File: src/rtl/pwm_shared_timer.sv
module pwm_shared_timer #(
  parameter int NUM_CH = 4,
  parameter int CNT_W  = 16
) (
  input  logic              clk,
  input  logic              rst_n,
  input  logic              bus_wr,
  input  logic [7:0]        bus_addr,
  input  logic [31:0]       bus_wdata,
  output logic [31:0]       bus_rdata,
  output logic [NUM_CH-1:0] pwm_out
);
  localparam int PS_W   = 3;
  localparam int PRE_W  = (1 << PS_W) - 1;
  localparam int IDX_W  = (NUM_CH > 1) ? $clog2(NUM_CH) : 1;
  localparam int CH_END = 32 + 8 * NUM_CH;
  localparam logic [7:0] A_INFO = 8'h04;
  localparam logic [7:0] A_CTRL = 8'h10;
  localparam logic [7:0] A_CNT  = 8'h14;
  localparam logic [7:0] A_MOD  = 8'h18;
  localparam logic [7:0] A_CH0  = 8'h20;

  logic [PS_W-1:0]  ps_q;
  logic [1:0]       mode_q;
  logic [PRE_W-1:0] pre_q;
  logic [CNT_W-1:0] cnt_q, mod_buf, mod_act;
  logic [NUM_CH-1:0][CNT_W-1:0] val_buf, val_act;
  logic [NUM_CH-1:0][1:0] els_q;
  logic [NUM_CH-1:0] msb_q, msa_q, flag_q, ch_en;

  logic running, stopped, tick, wrap, cnt_wr, mod_wr, ctrl_wr;
  logic [7:0] ch_off;
  logic [IDX_W-1:0] ch_sel;
  logic ch_hit, ch_is_val;
  logic unused_bits;

  assign running = (mode_q == 2'b01);
  assign stopped = (mode_q == 2'b00);
  assign tick    = running && (pre_q == ((PRE_W'(1) << ps_q) - PRE_W'(1)));
  assign wrap    = tick && (cnt_q == mod_act);
  assign cnt_wr  = bus_wr && (bus_addr == A_CNT);
  assign mod_wr  = bus_wr && (bus_addr == A_MOD);
  assign ctrl_wr = bus_wr && (bus_addr == A_CTRL);

  assign ch_off    = bus_addr - A_CH0;
  assign ch_sel    = ch_off[3 +: IDX_W];
  assign ch_is_val = ch_off[2];
  assign ch_hit    = (bus_addr[1:0] == 2'b00) && (bus_addr >= A_CH0) &&
                     ({1'b0, bus_addr} < 9'(CH_END));
  assign unused_bits = ^{bus_wdata[31:CNT_W], ch_off};

  // prescaler and shared counter
  always_ff @(posedge clk or negedge rst_n) begin
    if (!rst_n) begin
      pre_q <= '0;
      cnt_q <= '0;
    end else if (cnt_wr) begin
      pre_q <= '0;
      cnt_q <= '0;
    end else if (running) begin
      if (tick) begin
        pre_q <= '0;
        cnt_q <= wrap ? '0 : cnt_q + 1'b1;
      end else begin
        pre_q <= pre_q + 1'b1;
      end
    end else begin
      pre_q <= '0;
    end
  end

  // control and buffered modulo
  always_ff @(posedge clk or negedge rst_n) begin
    if (!rst_n) begin
      ps_q    <= '0;
      mode_q  <= '0;
      mod_buf <= '0;
      mod_act <= '0;
    end else begin
      if (ctrl_wr) begin
        ps_q   <= bus_wdata[2:0];
        mode_q <= bus_wdata[4:3];
      end
      if (wrap) mod_act <= mod_buf;
      if (mod_wr) begin
        mod_buf <= bus_wdata[CNT_W-1:0];
        if (stopped) mod_act <= bus_wdata[CNT_W-1:0];
      end
    end
  end

  for (genvar i = 0; i < NUM_CH; i++) begin : g_ch
    logic sel, cw, vw, below;
    assign sel = ch_hit && (ch_sel == IDX_W'(i));
    assign cw  = bus_wr && sel && !ch_is_val;
    assign vw  = bus_wr && sel && ch_is_val;

    always_ff @(posedge clk or negedge rst_n) begin
      if (!rst_n) begin
        val_buf[i] <= '0;
        val_act[i] <= '0;
        msb_q[i]   <= 1'b0;
        msa_q[i]   <= 1'b0;
        els_q[i]   <= 2'b00;
        flag_q[i]  <= 1'b0;
      end else begin
        if (wrap) val_act[i] <= val_buf[i];
        if (vw) begin
          val_buf[i] <= bus_wdata[CNT_W-1:0];
          if (stopped) val_act[i] <= bus_wdata[CNT_W-1:0];
        end
        if (cw) begin
          msb_q[i] <= bus_wdata[5];
          msa_q[i] <= bus_wdata[4];
          els_q[i] <= bus_wdata[3:2];
        end
        // set has priority over write-one-to-clear
        if (running && (cnt_q == val_act[i])) flag_q[i] <= 1'b1;
        else if (cw && bus_wdata[7])          flag_q[i] <= 1'b0;
      end
    end


    assign below      = (cnt_q < val_act[i]);
    assign ch_en[i]   = msb_q[i] && (els_q[i] != 2'b00);
    assign pwm_out[i] = ch_en[i] && (below ^ (els_q[i] == 2'b01));
  end

  always_comb begin
    bus_rdata = '0;
    if (bus_addr == A_INFO)      bus_rdata = 32'(NUM_CH);
    else if (bus_addr == A_CTRL) bus_rdata = {27'b0, mode_q, ps_q};
    else if (bus_addr == A_CNT)  bus_rdata = 32'(cnt_q);
    else if (bus_addr == A_MOD)  bus_rdata = 32'(mod_act);
    else if (ch_hit) begin
      if (ch_is_val) bus_rdata = 32'(val_act[ch_sel]);
      else bus_rdata = {24'b0, flag_q[ch_sel], 1'b0, msb_q[ch_sel],
                        msa_q[ch_sel], els_q[ch_sel], 2'b00};
    end
  end
endmodule

File: config.mk
export PLATFORM = sky130hd
export DESIGN_NAME = pwm_shared_timer
export DESIGN_NICKNAME = d
export VERILOG_FILES = /design/src/rtl/pwm_shared_timer.sv
export SDC_FILE = /design/constraint.sdc
export NUM_CORES = 1
export LEC_CHECK = 0
export ABC_AREA = 1
export BUFFER_PORTS_ARGS = -buffer_cell sky130_fd_sc_hd__buf_4
export CAP_MARGIN = 30
export CORE_UTILIZATION = 31
export DETAILED_ROUTE_END_ITERATION = 10
export SETUP_SLACK_MARGIN = 0.1
export SYNTH_ARGS = -nofsm -noshare
export SYNTH_HDL_FRONTEND = slang
export SYNTH_SLANG_ARGS = --single-unit
export TNS_END_PERCENT = 5
File: constraint.sdc
create_clock -name clk -period 2.1 [get_ports clk]
set_input_delay 0.21 -clock clk [delete_from_list [all_inputs] [get_ports clk]]
set_output_delay 0.21 -clock clk [all_outputs]
set_load 0.005 [all_outputs]
Yosys cells after proc, flatten, opt, wreduce, memory -nomap -nowiden --
Cells that the tools add are included.
Cells by class: add/sub/neg operators 4, shift-type cells 1, $mul 0, $lt $le $gt $ge 7, bitwise operators 4, reduce and logical (&&, ||, !) cells 54, eq/ne operators 18, muxes and demuxes 46, div/mod/pow operators 0
Operators by type and width (count):
- 2-to-1 mux 16 bit | 26
- equality test 16 bit | 5
- less-than comparator 16 bit | 4
- logical AND 1 bit | 39
- binary-select mux 16 bit (select 2 bit) | 1
- equality test 8 x 5 -> 1 bit (second input constant) | 3
- 2-to-1 mux 7 bit | 3
- nonzero test 2 bit | 10
- adder 16 x 1 -> 16 bit (second input constant) | 1
- equality test 2 x 1 -> 1 bit (second input constant) | 6
- 2-to-1 mux 1 bit | 11
- equality test 8 x 3 -> 1 bit (second input constant) | 1
- greater-or-equal comparator 8 x 6 -> 1 bit (second input constant) | 1
- less-than comparator 8 x 7 -> 1 bit (second input constant) | 1
- adder 7 x 1 -> 7 bit (second input constant) | 1
- equality test 7 bit | 1
- left shift 1 x 3 -> 7 bit (first input constant) | 1
- subtractor 7 x 1 -> 7 bit (second input constant) | 1
- binary-select mux 1 bit (select 2 bit) | 3
- logical NOT 2 bit | 3
- subtractor 5 x 1 -> 5 bit (second input constant) | 1
- binary-select mux 2 bit (select 2 bit) | 1
- equality test 2 bit (second input constant) | 2
- XOR 1 bit | 4
- other kinds (4) | 4
Word-level totals: latch bits 0, memory bits (read-only) 0, word-level logic and storage cells 164, memories 0, bits in writable memories 0, bits in registers 208

Logic depth before layout (Yosys ltp) --
word-level depth 9, mapped depth 14, depth with buffers taken out 12

Worst setup path before layout --
OpenSTA, ideal clock, no wires.
kind flip-flop to flip-flop, start register cnt_q[1], end register cnt_q[14], path slack 0.395 ns, library setup time 0.127 ns, stages on the path, launching flop included 11, period minus slack after synthesis 1.705 ns, arrival 1.578 ns, cells stage by stage dfrtp_1 ha_1 nand2_1 nor3_1 nand2_1 nor2_1 nand2_1 nand2_1 inv_1 nand4_1 o21ai_0
Between the ends: longest elaborated chain between the ends 6
RTL lines:
- from (decl) | RTL line 26 | logic [CNT_W-1:0] cnt_q, mod_buf, mod_act;
- from (signal assigned) | RTL line 63 | cnt_q <= wrap ? '0 : cnt_q + 1'b1;
- parallel branches: the longest is 2 deep, another holds adder 16 x 1 -> 16 bit
- 2-to-1 mux 16 bit * | RTL line 63
- 2-to-1 mux 16 bit * | RTL line 61 | if (tick) begin
- 2-to-1 mux 16 bit * | RTL line 60 | end else if (running) begin
- 2-to-1 mux 16 bit * | RTL line 57 | end else if (cnt_wr) begin
Mark *: on every way between the ends. The select of a mux whose other input is x is not followed. A chain may end at the register's enable or synchronous reset.

Final worst setup path --
start register cnt_q[14], end output pwm_out[0]
Between the ends: longest elaborated chain between the ends 3
RTL lines:
- less-than comparator 16 bit | RTL line 124 | assign below = (cnt_q < val_act[i]);
- XOR 1 bit | RTL line 126 | assign pwm_out[i] = ch_en[i] && (below ^ (els_q[i] == 2'b01));
- logical AND 1 bit | RTL line 126
- to (decl) | RTL line 11 | output logic [NUM_CH-1:0] pwm_out
Every way passes these cells.

==> impl_metrics.tcl <==
set metrics [dict create \
    synth_area_um2 13000 \
    drt-wirelength-per-cell_um 17.6 \
    cts-root-buf "clkbuf_16" \
    place_inst 2398 \
    synth_edf_count 0 \
    skew_ns 0.0211 \
    violations "setup timing" \
    cp_max_fo 5 \
    finish.instance_area_um2 16400 \
    slew_violations 0 \
    diodes 0 \
    setup_tns_ns -1.71 \
    fp.dieArea_um2 42900 \
    vdd_drop_max_uv 357 \
    finalPower_mw 14.4 \
    ioPinCount 79 \
    io_buffers 46 \
    cp_slowest_stage_delay_ns 0.46 \
    fillers 4148 \
    ys.flop_type "dfrtp_1" \
    outcome "finished, violations left" \
    hold_path.class "in2async" \
    critPathSlowestCell "dfrtp_2" \
    htree_levels 1 \
    ys_async_sr_fraction 1.00 \
    rrSetupSlack_ns 0.06 \
    row_count 74 \
    die_y_um 207 \
    cts_tree "built" \
    drv_cap 0 \
    drt_iter0_markers 1000 \
    yosysTopAreaCell "dfrtp_1" \
    final_antenna_net_count 0 \
    min_period_over_period 1.20 \
    r2r_start "cnt_q[13]" \
    worst_slack_ns -0.414 \
    multi_input_comb_area_um2 7050 \
    r2r-end "val_act[55]" \
    antenna_found_initial 0 \
    seq_area_frac_synth 0.399 \
    layout_commonest_cell "nand2_1" \
    vias_per_cell 5.06 \
    grt_pass1_vias 11976 \
    syn_inst 1792 \
    hold_viol 0 \
    route.detailed.drc 0 \
    clk_pin_slew_ns 0.06 \
    powerDensity_nw_per_um2 883 \
    final_cell_count_no_fill 2467 \
    final_nets 2026 \
    place_congestion 0.946 \
    dr.pass1.iters 5 \
    grt_usage 0.200 \
    ys_top_cells_by_area "dfrtp_1 40%, nand2_1 14%, nand3_1 7.7%" \
    rr_worst_depth 13 \
    rsz0062_at_grt "yes" \
    post-route-min-period_ns 2.51 \
    end_kind "output pin" \
    drive_gt1_frac 0.200 \
    routed_wirelength_um 43500 \
    path_class "reg2out" \
    final_cell_mix "470 x nand2_1, 235 x inv_1, 191 x dfrtp_1, 173 x nand3_1, 156 x o21ai_0" \
    clk_path_buf_depth 3 \
    placed_area_um2 14500 \
    fmax_mhz 398 \
    regArea_um2 5230 \
    grt.overflow.total 0 \
    grt_first_pass_wirelength_um 67600 \
    ys_ff_latch 208 \
    coreArea_um2 41200 \
    numCtsBuffers 25 \
    syn_to_final_growth_pct 25.5 \
    synth_cell_types 39 \
    cp_cell_sequence "ha_1, nand2_4, nor4_4, buf_4, nand2_4, nand2_1, o21ai_1, nor2_1, buf_4" \
    setup-violations-final 6 \
    utilization 0.397 \
    cts_sinks 208 \
    vias 12478 \
    grt_max_degree 53 \
    hpwl_um 31300 \
    arrival_ns 2.30 \
    die_w_um 207 \
    leakagePower_nw 7.68 \
    synth_top_area_frac 0.399 \
    clock_latency_ns 0.54 \
    yosysWarnings 0 \
    startpoint_type "register" \
    start_util 0.317 \
    syn_avg_cell_area_um2 7.28 \
    worstPathRequired_ns 1.89 \
]
-- worst max-delay path: cells and delay by family (launching register included) --
kind | cells | cell delay (ns)
AO/OA/AOI/OAI | 1 | 0.05
adder cells (fa/ha/maj) | 1 | 0.35
buffers and inverters | 2 | 0.31
flip-flops | 1 | 0.46
AND/OR/NAND/NOR | 5 | 0.59
-- logic make-up after synthesis --
kind of cell    after synthesis  synth area share
compound gates              298             0.123
xor+xnor                     11           0.00738
buf+inv                     357             0.122
simple gates                851             0.286
fa+ha+maj                    66            0.0633
other cells                   1          0.000287
flops                       208             0.399
-- flip-flops by register name, summed over array words and instances, names as in the netlist, 4 cells and up --
signal   cells
val_act     64
val_buf     64
cnt_q       16
mod_act     16
mod_buf     16
els_q        8
pre_q        7
flag_q       4
msa_q        4
msb_q        4
-- where the power goes --
group,switching (mW),total [mW],internal (mW)
Combinational,3.17,5.09,1.92
Clock,1.83,4.35,2.52
Sequential,0.332,5.01,4.67
Total,5.34,14.4,9.11
-- how the worst max path moves through the flow --
stage                start      endpoint  slack, ns
2_1_floorplan     cnt_q[1]     cnt_q[14]       0.39
3_3_place_gp   bus_addr[3]  bus_rdata[3]      -0.07
3_5_place_dp   bus_addr[3]  bus_rdata[3]      -0.05
4_1_cts           cnt_q[9]    pwm_out[0]      -0.44
5_1_grt          cnt_q[14]    pwm_out[0]      -0.49
6_report         cnt_q[14]    pwm_out[0]      -0.41
-- cell type report --
| class | instances | share of cell area |
|---|---|---|
| Inverter | 264 | 0.0609 |
| Timing Repair Buffer | 176 | 0.0989 |
| Tap cell | 532 | 0.0407 |
| Clock buffer | 32 | 0.0435 |
| Sequential cell | 208 | 0.319 |
| Clock inverter | 13 | 0.00642 |
| Multi-Input combinational cell | 1242 | 0.430 |
-- per-stage QoR --
stage | setup WS [ns] | hold slack (ns)
after detailed placement | -0.0542 | 0.207
after global routing | -0.489 | 0.225
after global placement | -0.0713 | 0.207
after floorplan | 0.395 | -0.0856
final | -0.414 | 0.187
after CTS | -0.435 | 0.166
-- layer usage --
| layer | routed length (um) | GRT usage | vias up |
|---|---|---|---|
| li1 | - | - | 6022 |
| met1 | 20100 | 0.279 | 6030 |
| met2 | 20000 | 0.321 | 360 |
| met3 | 2380 | 0.0267 | 66 |
| met4 | 1110 | 0.0564 | 0 |
| met5 | 0 | 0 | - |
-- cells in the mapped netlist, drive strengths merged (10+ instances only) --
library cell / count
o22ai: 19
a21oi: 36
clkbuf: 27
nor2: 102
inv: 256
nand4: 27
xor2: 10
ha: 66
dfrtp: 208
nand2: 495
o21ai: 217
nand3: 207
nor3: 15
buf: 66
-- what timing repair did --
| action | 4_1_cts | 5_1_grt |
|---|---|---|
| hold buffers | 17 | 0 |
| endpoints found under the setup margin | 91 | 107 |
| buffers inserted | 5 | 2 |
| resized for setup | 79 | 112 |
| pin swaps | 23 | 48 |
| hold endpoints to repair | 139 | 0 |
(Power assumes the default switching activity.)
